--- src/rtl/pixbuf_pkg.sv ---
package pixbuf_pkg;

  localparam int unsigned DEF_NPIX  = 16;
  localparam int unsigned DEF_DEPTH = 8;
  localparam int unsigned DEF_ADC_W = 8;
  localparam int unsigned DEF_TDC_W = 10;

  // Effective window length: zero counts as one, ring depth is the ceiling.
  function automatic int unsigned win_clamp(input int unsigned len, input int unsigned depth);
    if (len == 0) return 1;
    if (len > depth) return depth;
    return len;
  endfunction

  // Ring slot of the idx-th oldest entry given write pointer and fill count.
  function automatic int unsigned ring_slot(input int unsigned wr_ptr, input int unsigned fill,
                                            input int unsigned idx, input int unsigned depth);
    return (wr_ptr + depth - (fill % depth) + idx) % depth;
  endfunction

endpackage

--- src/rtl/pixbuf_window.sv ---
module pixbuf_window #(
  parameter int unsigned DEPTH = 8,
  parameter int unsigned LEN_W = $clog2(DEPTH) + 1
) (
  input  logic             clk,
  input  logic             rst_n,
  input  logic [LEN_W-1:0] win_len,
  input  logic             disc,
  input  logic             freeze,
  output logic             wr_en
);
  localparam int unsigned REM_W = (DEPTH > 1) ? $clog2(DEPTH) : 1;

  logic [REM_W-1:0] win_rem;
  logic [REM_W-1:0] len_m1;
  logic             win_start;
  logic             win_open;

  assign len_m1    = REM_W'(pixbuf_pkg::win_clamp(32'(win_len), DEPTH) - 1);
  assign win_start = disc && !freeze && (win_rem == '0);
  assign win_open  = win_start || (win_rem != '0);
  assign wr_en     = win_open && !freeze;

  always_ff @(posedge clk) begin
    if (!rst_n) begin
      win_rem <= '0;
    end else if (win_start) begin
      win_rem <= len_m1;
    end else if (win_rem != '0) begin
      win_rem <= win_rem - REM_W'(1);
    end
  end

  // an open window keeps counting down through further hits
  assert_no_restart_R3: assert property (@(posedge clk) disable iff (!rst_n)
    (win_rem != '0) && disc |=> win_rem == REM_W'($past(win_rem) - REM_W'(1)));

  // a frozen channel never opens a window
  assert_freeze_blocks_open_R9: assert property (@(posedge clk) disable iff (!rst_n)
    freeze && (win_rem == '0) |=> win_rem == '0);

endmodule

--- src/rtl/pixbuf_ring.sv ---
module pixbuf_ring #(
  parameter int unsigned DEPTH  = 8,
  parameter int unsigned WORD_W = 19,
  parameter int unsigned PTR_W  = (DEPTH > 1) ? $clog2(DEPTH) : 1,
  parameter int unsigned CNT_W  = $clog2(DEPTH + 1)
) (
  input  logic              clk,
  input  logic              rst_n,
  input  logic              wr_en,
  input  logic [WORD_W-1:0] wr_word,
  input  logic              clr,
  input  logic [PTR_W-1:0]  rd_idx,
  output logic [WORD_W-1:0] rd_word,
  output logic [CNT_W-1:0]  fill
);
  logic [WORD_W-1:0] mem [DEPTH];
  logic [PTR_W-1:0]  wr_ptr;
  logic [PTR_W-1:0]  rd_slot;
  logic              full;

  assign full    = (fill == CNT_W'(DEPTH));
  assign rd_slot = PTR_W'(pixbuf_pkg::ring_slot(32'(wr_ptr), 32'(fill), 32'(rd_idx), DEPTH));
  assign rd_word = mem[rd_slot];

  always_ff @(posedge clk) begin
    if (wr_en) mem[wr_ptr] <= wr_word;
  end

  always_ff @(posedge clk) begin
    if (!rst_n) begin
      wr_ptr <= '0;
      fill   <= '0;
    end else if (clr) begin
      fill <= '0;
    end else if (wr_en) begin
      wr_ptr <= (32'(wr_ptr) == DEPTH - 1) ? '0 : wr_ptr + PTR_W'(1);
      if (!full) fill <= fill + CNT_W'(1);
    end
  end

  // fill saturates at the ring depth
  assert_fill_bound_R4: assert property (@(posedge clk) disable iff (!rst_n)
    fill <= CNT_W'(DEPTH));

  // a write into a non-full ring adds exactly one entry
  assert_fill_grows_R4: assert property (@(posedge clk) disable iff (!rst_n)
    wr_en && !clr && !full |=> fill == CNT_W'($past(fill) + CNT_W'(1)));

endmodule

--- src/rtl/pixbuf_pixel.sv ---
module pixbuf_pixel #(
  parameter int unsigned DEPTH = 8,
  parameter int unsigned ADC_W = 8,
  parameter int unsigned TDC_W = 10,
  parameter int unsigned LEN_W = $clog2(DEPTH) + 1,
  parameter int unsigned PTR_W = (DEPTH > 1) ? $clog2(DEPTH) : 1,
  parameter int unsigned CNT_W = $clog2(DEPTH + 1),
  parameter int unsigned WORD_W = 1 + TDC_W + ADC_W
) (
  input  logic              clk,
  input  logic              rst_n,
  input  logic [LEN_W-1:0]  win_len,
  input  logic              disc,
  input  logic [ADC_W-1:0]  adc,
  input  logic [TDC_W-1:0]  tdc,
  input  logic              freeze,
  input  logic              clr,
  input  logic [PTR_W-1:0]  rd_idx,
  output logic [WORD_W-1:0] rd_word,
  output logic [CNT_W-1:0]  fill
);
  logic wr_en;

  pixbuf_window #(.DEPTH(DEPTH), .LEN_W(LEN_W)) u_win (
    .clk(clk), .rst_n(rst_n), .win_len(win_len), .disc(disc),
    .freeze(freeze), .wr_en(wr_en)
  );

  pixbuf_ring #(.DEPTH(DEPTH), .WORD_W(WORD_W), .PTR_W(PTR_W), .CNT_W(CNT_W)) u_ring (
    .clk(clk), .rst_n(rst_n), .wr_en(wr_en), .wr_word({disc, tdc, adc}),
    .clr(clr), .rd_idx(rd_idx), .rd_word(rd_word), .fill(fill)
  );

  // a frozen channel's ring does not change unless it is being cleared
  assert_frozen_holds_R9: assert property (@(posedge clk) disable iff (!rst_n)
    freeze && !clr |=> $stable(fill));

  // no hit and no open window means nothing is stored
  assert_idle_no_store_R10: assert property (@(posedge clk) disable iff (!rst_n)
    !disc && !wr_en && !clr |=> $stable(fill));

endmodule

--- src/rtl/pixbuf_seq.sv ---
module pixbuf_seq #(
  parameter int unsigned NPIX   = 16,
  parameter int unsigned DEPTH  = 8,
  parameter int unsigned WORD_W = 19,
  parameter int unsigned PIX_W  = (NPIX > 1) ? $clog2(NPIX) : 1,
  parameter int unsigned PTR_W  = (DEPTH > 1) ? $clog2(DEPTH) : 1,
  parameter int unsigned CNT_W  = $clog2(DEPTH + 1)
) (
  input  logic                   clk,
  input  logic                   rst_n,
  input  logic                   rd_req,
  input  logic                   out_ready,
  input  logic [NPIX*CNT_W-1:0]  fill_flat,
  input  logic [NPIX*WORD_W-1:0] word_flat,
  output logic [NPIX-1:0]        freeze,
  output logic [NPIX-1:0]        clr,
  output logic [PTR_W-1:0]       rd_idx,
  output logic                   out_valid,
  output logic [WORD_W-1:0]      out_word,
  output logic [PIX_W-1:0]       out_pix,
  output logic                   out_last
);
  logic              busy;
  logic [NPIX-1:0]   pend;
  logic [PIX_W-1:0]  cur;
  logic [NPIX-1:0]   nonempty;
  logic [NPIX-1:0]   cur_hot;
  logic [NPIX-1:0]   rest;
  logic [CNT_W-1:0]  cur_fill;
  logic              final_entry;
  logic              fire;

  function automatic logic [PIX_W-1:0] lowest(input logic [NPIX-1:0] m);
    logic [PIX_W-1:0] r;
    r = '0;
    for (int i = NPIX - 1; i >= 0; i--) if (m[i]) r = PIX_W'(i);
    return r;
  endfunction

  for (genvar g = 0; g < NPIX; g++) begin : g_flags
    assign nonempty[g] = fill_flat[g*CNT_W +: CNT_W] != '0;
    assign cur_hot[g]  = busy && (cur == PIX_W'(g));
  end

  assign cur_fill    = fill_flat[cur*CNT_W +: CNT_W];
  assign final_entry = CNT_W'(rd_idx) == cur_fill - CNT_W'(1);
  assign rest        = pend & ~cur_hot;
  assign fire        = busy && out_ready;

  assign freeze    = cur_hot;
  assign clr       = (fire && final_entry) ? cur_hot : '0;
  assign out_valid = busy;
  assign out_word  = word_flat[cur*WORD_W +: WORD_W];
  assign out_pix   = cur;
  assign out_last  = busy && final_entry && (rest == '0);

  always_ff @(posedge clk) begin
    if (!rst_n) begin
      busy   <= 1'b0;
      pend   <= '0;
      cur    <= '0;
      rd_idx <= '0;
    end else if (!busy) begin
      if (rd_req && (nonempty != '0)) begin
        busy   <= 1'b1;
        pend   <= nonempty;
        cur    <= lowest(nonempty);
        rd_idx <= '0;
      end
    end else if (out_ready) begin
      if (final_entry) begin
        pend   <= rest;
        rd_idx <= '0;
        if (rest != '0) cur <= lowest(rest);
        else            busy <= 1'b0;
      end else begin
        rd_idx <= rd_idx + PTR_W'(1);
      end
    end
  end

  // last flag only accompanies a presented word
  assert_last_with_valid_R7: assert property (@(posedge clk) disable iff (!rst_n)
    out_last |-> out_valid);

  // a stalled word is held unchanged
  assert_hold_on_stall_R6: assert property (@(posedge clk) disable iff (!rst_n)
    out_valid && !out_ready |=> out_valid && $stable(out_word) && $stable(out_pix));

  // a request during a drain leaves the snapshot untouched
  assert_req_ignored_R8: assert property (@(posedge clk) disable iff (!rst_n)
    busy && rd_req && !out_ready |=> $stable(pend) && $stable(cur));

  // at most one channel is frozen at a time
  assert_single_freeze_R9: assert property (@(posedge clk) disable iff (!rst_n)
    $onehot0(freeze));

  // the drain never presents a channel that holds no data
  assert_cur_nonempty_R5: assert property (@(posedge clk) disable iff (!rst_n)
    busy |-> cur_fill != '0);

endmodule

--- src/rtl/pixbuf_chain_top.sv ---
module pixbuf_chain_top #(
  parameter int unsigned NPIX  = pixbuf_pkg::DEF_NPIX,
  parameter int unsigned DEPTH = pixbuf_pkg::DEF_DEPTH,
  parameter int unsigned ADC_W = pixbuf_pkg::DEF_ADC_W,
  parameter int unsigned TDC_W = pixbuf_pkg::DEF_TDC_W,
  parameter int unsigned LEN_W = $clog2(DEPTH) + 1,
  parameter int unsigned WORD_W = 1 + TDC_W + ADC_W,
  parameter int unsigned PIX_W = (NPIX > 1) ? $clog2(NPIX) : 1
) (
  input  logic                  clk,
  input  logic                  rst_n,
  input  logic [LEN_W-1:0]      win_len,
  input  logic [NPIX-1:0]       disc_in,
  input  logic [NPIX*ADC_W-1:0] adc_in,
  input  logic [NPIX*TDC_W-1:0] tdc_in,
  input  logic                  rd_req,
  input  logic                  out_ready,
  output logic                  out_valid,
  output logic [WORD_W-1:0]     out_word,
  output logic [PIX_W-1:0]      out_pix,
  output logic                  out_last
);
  localparam int unsigned PTR_W = (DEPTH > 1) ? $clog2(DEPTH) : 1;
  localparam int unsigned CNT_W = $clog2(DEPTH + 1);

  logic [NPIX*CNT_W-1:0]  fill_flat;
  logic [NPIX*WORD_W-1:0] word_flat;
  logic [NPIX-1:0]        freeze;
  logic [NPIX-1:0]        clr;
  logic [PTR_W-1:0]       rd_idx;

  for (genvar g = 0; g < NPIX; g++) begin : g_pix
    pixbuf_pixel #(
      .DEPTH(DEPTH), .ADC_W(ADC_W), .TDC_W(TDC_W), .LEN_W(LEN_W),
      .PTR_W(PTR_W), .CNT_W(CNT_W), .WORD_W(WORD_W)
    ) u_pix (
      .clk(clk), .rst_n(rst_n), .win_len(win_len), .disc(disc_in[g]),
      .adc(adc_in[g*ADC_W +: ADC_W]), .tdc(tdc_in[g*TDC_W +: TDC_W]),
      .freeze(freeze[g]), .clr(clr[g]), .rd_idx(rd_idx),
      .rd_word(word_flat[g*WORD_W +: WORD_W]), .fill(fill_flat[g*CNT_W +: CNT_W])
    );
  end

  pixbuf_seq #(
    .NPIX(NPIX), .DEPTH(DEPTH), .WORD_W(WORD_W), .PIX_W(PIX_W),
    .PTR_W(PTR_W), .CNT_W(CNT_W)
  ) u_seq (
    .clk(clk), .rst_n(rst_n), .rd_req(rd_req), .out_ready(out_ready),
    .fill_flat(fill_flat), .word_flat(word_flat), .freeze(freeze), .clr(clr),
    .rd_idx(rd_idx), .out_valid(out_valid), .out_word(out_word),
    .out_pix(out_pix), .out_last(out_last)
  );

  // nothing is presented in the first cycle after reset
  assert_quiet_after_reset_R1: assert property (@(posedge clk)
    !rst_n |=> !out_valid && !out_last);

endmodule

--- config.mk ---
export PLATFORM = sky130hd
export DESIGN_NAME = pixbuf_chain_top
export DESIGN_NICKNAME = d
export VERILOG_FILES = /design/src/rtl/pixbuf_pkg.sv /design/src/rtl/pixbuf_window.sv /design/src/rtl/pixbuf_ring.sv /design/src/rtl/pixbuf_pixel.sv /design/src/rtl/pixbuf_seq.sv /design/src/rtl/pixbuf_chain_top.sv
export SDC_FILE = /design/constraint.sdc
export NUM_CORES = 2
export LEC_CHECK = 0
export ABC_AREA = 1
export BUFFER_PORTS_ARGS = -buffer_cell sky130_fd_sc_hd__buf_2
export CAP_MARGIN = 20
export CORE_MARGIN = 2
export CORE_UTILIZATION = 40
export CTS_CLUSTER_DIAMETER = 150
export CTS_CLUSTER_SIZE = 40
export DETAILED_ROUTE_END_ITERATION = 16
export GPL_ROUTABILITY_DRIVEN = 0
export GPL_TIMING_DRIVEN = 0
export SLEW_MARGIN = 40
export SYNTH_ARGS = -nofsm -noshare
export SYNTH_HDL_FRONTEND = slang
export SYNTH_SLANG_ARGS = --single-unit
--- constraint.sdc ---
create_clock -name clk -period 6.22 [get_ports clk]
set_clock_uncertainty 0.1 [all_clocks]
set_input_delay 0 -clock clk [delete_from_list [all_inputs] [get_ports clk]]
set_output_delay 0 -clock clk [all_outputs]
set_load 0.01 [all_outputs]
# Yosys cells after proc, flatten, opt, wreduce, memory -nomap -nowiden
# Memories as Yosys holds them, arrays and structs flattened.
# Cells that the tools add are included.
# totals
ramBits,2432
regBits,184
input_bits,312
n_memories,16
# op_classes
mul,1
order_cmp,1
n_bitwise,35
n_mux,138
add_sub_neg,99
n_shift,2
eq_ne,51
reduce_logical,222
# memory_table
name,words,word_bits,read_ports,rd_clocked_by_memory_dff,write_ports,line_no,source
g_pix[0].u_pix.u_ring.mem,8,19,1,0,1,pixbuf_ring.sv:16,logic [WORD_W-1:0] mem [DEPTH];
g_pix[10].u_pix.u_ring.mem,8,19,1,0,1,pixbuf_ring.sv:16,
g_pix[11].u_pix.u_ring.mem,8,19,1,0,1,pixbuf_ring.sv:16,
g_pix[12].u_pix.u_ring.mem,8,19,1,0,1,pixbuf_ring.sv:16,
g_pix[13].u_pix.u_ring.mem,8,19,1,0,1,pixbuf_ring.sv:16,
g_pix[14].u_pix.u_ring.mem,8,19,1,0,1,pixbuf_ring.sv:16,
10 more memories,-,-,-,-,-,-,
# op_table
cell,count
304-bit by 10-bit indexed part select with 19-bit output,1
3-bit two-way mux,54
4-bit two-way mux,37
"3-bit by 1-bit adder with 3-bit output, second input constant",33
"4-bit equality test, second input constant",24
16-bit two-way mux,5
1-bit logical AND,69
2-bit AND reduction,33
"4-bit by 1-bit adder with 4-bit output, second input constant",16
4-bit nonzero test,16
64-bit by 7-bit indexed part select with 4-bit output,1
"3-bit by 1-bit subtractor with 3-bit output, second input constant",17
3-bit adder,16
"3-bit equality test, second input constant",16
3-bit zero test,16
3-bit nonzero test,16
3-bit subtractor,16
1-bit two-way mux,42
2-bit nonzero test,17
1-bit inverter,33
16-bit nonzero test,2
2-bit OR reduction,16
16-bit bitwise AND,1
"4-bit by 3-bit equality test with 1-bit output, second input constant",4
other kinds (14),48

# Logic depth before layout (Yosys ltp)
# depth
depth_word,24
depth_mapped,21

# Cells and area by module
# A second synthesis with hierarchy kept.
# hier_totals
cells_unflattened,11093
area_unflattened_um2,117088.5
# modules_own_cells
module,seq_area_each_um2,cells_each,area_per_inst_um2,instances
pixbuf_ring at g_pix[0].u_pix.u_ring ...,4704.5,608,6806.5,11
pixbuf_ring at g_pix[4].u_pix.u_ring ...,4704.5,608,6807.8,3
pixbuf_ring at g_pix[7].u_pix.u_ring ...,4704.5,608,6816.5,2
pixbuf_seq,480.5,860,4687.0,1
pixbuf_window at g_pix[0].u_pix.u_win ...,60.1,31,215.2,13
pixbuf_window at g_pix[7].u_pix.u_win ...,60.1,34,225.2,3

# Worst setup path after synthesis
# No wires, ideal clock.
# synth_path
path_type,reg-to-output
from,register u_seq.rd_idx[1]
to,output out_word[18]
path_stages_with_launch,15
t_arrival_ps,3322
setup_slack_ps,2798
path_buffers,2
t_required_ps,6120
path_cell_list,dfxtp_1 -> inv_1 -> fa_1 -> inv_1 -> fa_1 -> xnor2_1 -> xnor2_1 -> xor2_1 -> clkbuf_1 -> clkbuf_1 -> nand3_1 -> o211ai_1 -> nand4_1 -> nand2_1 -> nand4_1
# synth_between
elab_chain_cells,3
# synth_rtl
item,line_no,source
"start, declared",pixbuf_seq.sv:17,"output logic [PTR_W-1:0] rd_idx,"
"start signal, assigned",pixbuf_seq.sv:77,rd_idx <= rd_idx + PTR_W'(1);
3-bit adder,pixbuf_pkg.sv:18,return (wr_ptr + depth - (fill % depth) + idx) % depth;
memory read 8 x 19 bit,-,
304-bit by 10-bit indexed part select with 19-bit output (*),pixbuf_seq.sv:53,assign out_word = word_flat[cur*WORD_W +: WORD_W];
"end, declared",pixbuf_chain_top.sv:19,"output logic [WORD_W-1:0] out_word,"
# Mark *: on every way between the ends. The rest lies on a longest branch, timed or not.

# Worst setup path after layout
# layout_path
from,register u_seq.rd_idx[1]
to,output out_word[7]
# The elaborated chain is that of the path after synthesis.

==> out/summary.txt <==
outcome: completed
CP Max Fanout: 10
Hold Buf Count CTS: 609
Hold Crit Start: adc_in[47]
Seq/Total Area, Yosys: 0.6968
Post-CTS Setup Repair Bufs: 0
Die ar.: 279400 um2
WHS: 0.05070 ns
clock slew at reported path FFs: 0.16 ns
Hold Path Class: in2reg
slew at the pin closest to its max-slew limit: 0.9234 ns
pin count of the biggest net entering global routing: 42
CP startpoint kind: register
WP data required: 6.12 ns
TritonCTS clock tree: done
Worst R2R End: g_pix[4].u_pix.u_ring.fill[2]
share of the clock period used by the worst path: 0.9562
Yosys cell types: 49
std cell rows: 192
register-to-register setup slack: 2.24 ns
Post-synth EDFFs: 2432
syn avg cell area: 12.89 um2
final wirelength: 339.4 mm
Worst R2R Path Depth: 16
asr flop ratio synth: 0
Iter 0 DRT Violations: 8904
Yosys reg bits: 2616
CTS Buf Count: 77
First-pass DRT Iterations: 6
highest clock rate: 168.1 MHz
Max-slew headroom: 0.3844
Area Growth Syn to Fin: 16.85%
Resized cells post-CTS: 0
synthesized area: 110100 um2
hold path endpoint: g_pix[5].u_pix.u_ring.mem[5][7]
Place WS: 1.237 ns
hpwl dp: 246.1 mm
Slowest cell on crit path: fa_1
first-pass GRT wire length: 483.5 mm
core area: 273600 um2
delay of the slowest critical-path stage: 0.52 ns
GRT Overall Usage: 0.2359
main flop type after synthesis: edfxtp_1
WHS Path Cells: 2
total clock sinks: 2616
maxcap violations: 0
Setup CP Type: reg2out
boundary pin count: 337
nets: 10180
syn nets: 9015
RSZ-0062 raised after global routing: no
die height: 528.6 um
Synth warnings: 0
initial cell density of the core: 0.4023
Crit. End Element: primary output
CTS max path bufs: 3
most common cell after layout, fill and taps aside: edfxtp_1
vias in the first global route: 70920
Crit path arrival time: 5.85 ns
pins over their slew limit: 0
WL per Instance: 25.36 um
H-Tree Depth: 3
vias per inst: 5.533
final hold viol count: 0
Final ANT Viol Nets: 0
routed vias: 74060
Root Buffer: clkbuf_16
number of buffers added on ports: 336
minimum clock period: 5.947 ns
layout cells sized above 1: 0.08957
number of remaining DRC errors: 0
initial antenna violation count: 80
crit-path cells: inv_4, buf_12, fa_1, inv_1, fa_1, xnor2_1, xnor2_1, xor2_1, clkbuf_1, clkbuf_1, o211ai_1, nand4_1, nand2_1, nand4_1, buf_2
most frequent cells in the layout: 2432 x edfxtp_1, 1053 x inv_1, 1009 x o21ai_0
setup tns final: 0 ns
Mapped Cells: 8540
Crit. Startpoint: u_seq.rd_idx[1]
reg2reg start: u_seq.out_pix[0]
Setup WS post-layout: 0.2726 ns
# setup viols final: 0
clk_lat worst skew: 0.83 ns
Die Wd: 528.6 um
gr ovfl total: 0
-- worst max-delay path by stage --
stage / cells after the start / endpoint / slack [ns]
2_1_floorplan: 14 / out_word[18] / 2.80
3_3_place_gp: 14 / out_word[6] / 0.37
3_5_place_dp: 15 / out_word[10] / 1.24
4_1_cts: 17 / out_word[13] / 0.29
5_1_grt: 16 / out_word[8] / 0.11
6_report: 15 / out_word[7] / 0.27
-- cell usage after synthesis, drive strengths merged (3+ instances only) --
library cell | instances | area (um2)
xnor2 | 59 | 516.8
and3 | 9 | 56.30
nand2 | 513 | 1946
nor2 | 299 | 1165
o31ai | 14 | 115.1
dfxtp | 184 | 3684
fa | 32 | 640.6
buf | 145 | 648.1
o22ai | 9 | 56.30
a31oi | 19 | 118.9
mux2i | 553 | 5535
o311ai | 8 | 70.07
clkinv | 3 | 11.26
o211ai | 613 | 4612
nor3 | 57 | 320.3
nand3 | 101 | 518.0
edfxtp | 2432 | 73030
clkbuf | 335 | 1257
nand4 | 102 | 638.1
a21oi | 750 | 3754
xor2 | 18 | 157.7
o221ai | 12 | 105.1
o21ai | 1030 | 5196
a211oi | 5 | 37.54
ha | 131 | 1639
or2 | 20 | 125.1
nor4 | 16 | 100.1
inv | 1067 | 4005
-- critical path: cells and delay by family (launching register included) --
kind / cells / cell delay (ns)
xor gates and xnor gates: 3 / 0.77
and+or+nand+nor: 3 / 0.87
buffers and inverters: 6 / 1.67
DFF: 1 / 0.49
AOI/OAI and AO/OA: 1 / 0.30
adders and majority gates: 2 / 0.89
-- flip-flops by register name (all words and copies together), names as in the netlist --
register                   flops
g_pix.u_pix.u_ring.fill       64
g_pix.u_pix.u_ring.mem      2432
g_pix.u_pix.u_ring.wr_ptr     48
u_seq.rd_idx                   3
u_seq.out_pix                  4
u_seq.pend                    16
g_pix.u_pix.u_win.win_rem     48
u_seq.out_valid                1
-- metal layers --
layer,global-route usage,vias up,part of all wire
met5,0,-,0.0013
met2,0.3813,3089,0.46
met4,0.08980,68,0.044
met1,0.3167,36930,0.41
met3,0.04180,562,0.083
li1,-,33410,-
-- cell families (layout without fill, tap and decap cells) --
kind of cell,count (synthesis),in the layout,share of synthesized area
flip-flops,2616,2616,0.6968
AO/OA/AOI/OAI,2464,2464,0.1281
buffers and inverters,1550,2768,0.05379
AND/OR/NAND/NOR,1117,1117,0.04422
multiplexers,553,553,0.05028
adder cells (fa/ha/maj),163,163,0.02071
XOR/XNOR,77,77,0.006126
other,0,38,0
-- through the flow --
stage | area, um2 | util | instances
2_1_floorplan | 110100 | - | 8540
3_3_place_gp | 116300 | 0.4249 | 12470
3_5_place_dp | 120100 | 0.4390 | 12610
4_1_cts | 128500 | 0.4697 | 13350
5_1_grt | 128600 | 0.4699 | 13360
6_report | 128600 | 0.4701 | 13390
-- final cells by class --
type,count,area (um2)
fill,23980,145000
clock inverter,8,151.4
clock buffer,124,2156
buffer,480,1976
multi-input combinational,4374,28420
tap,3589,4491
sequential,2616,76710
timing repair buffer,1086,10620
antenna,38,95.09
inverter,1070,4019
Power is not shown: default switching activity piles up to over one toggle a cycle in this logic, so the estimate is an artifact.
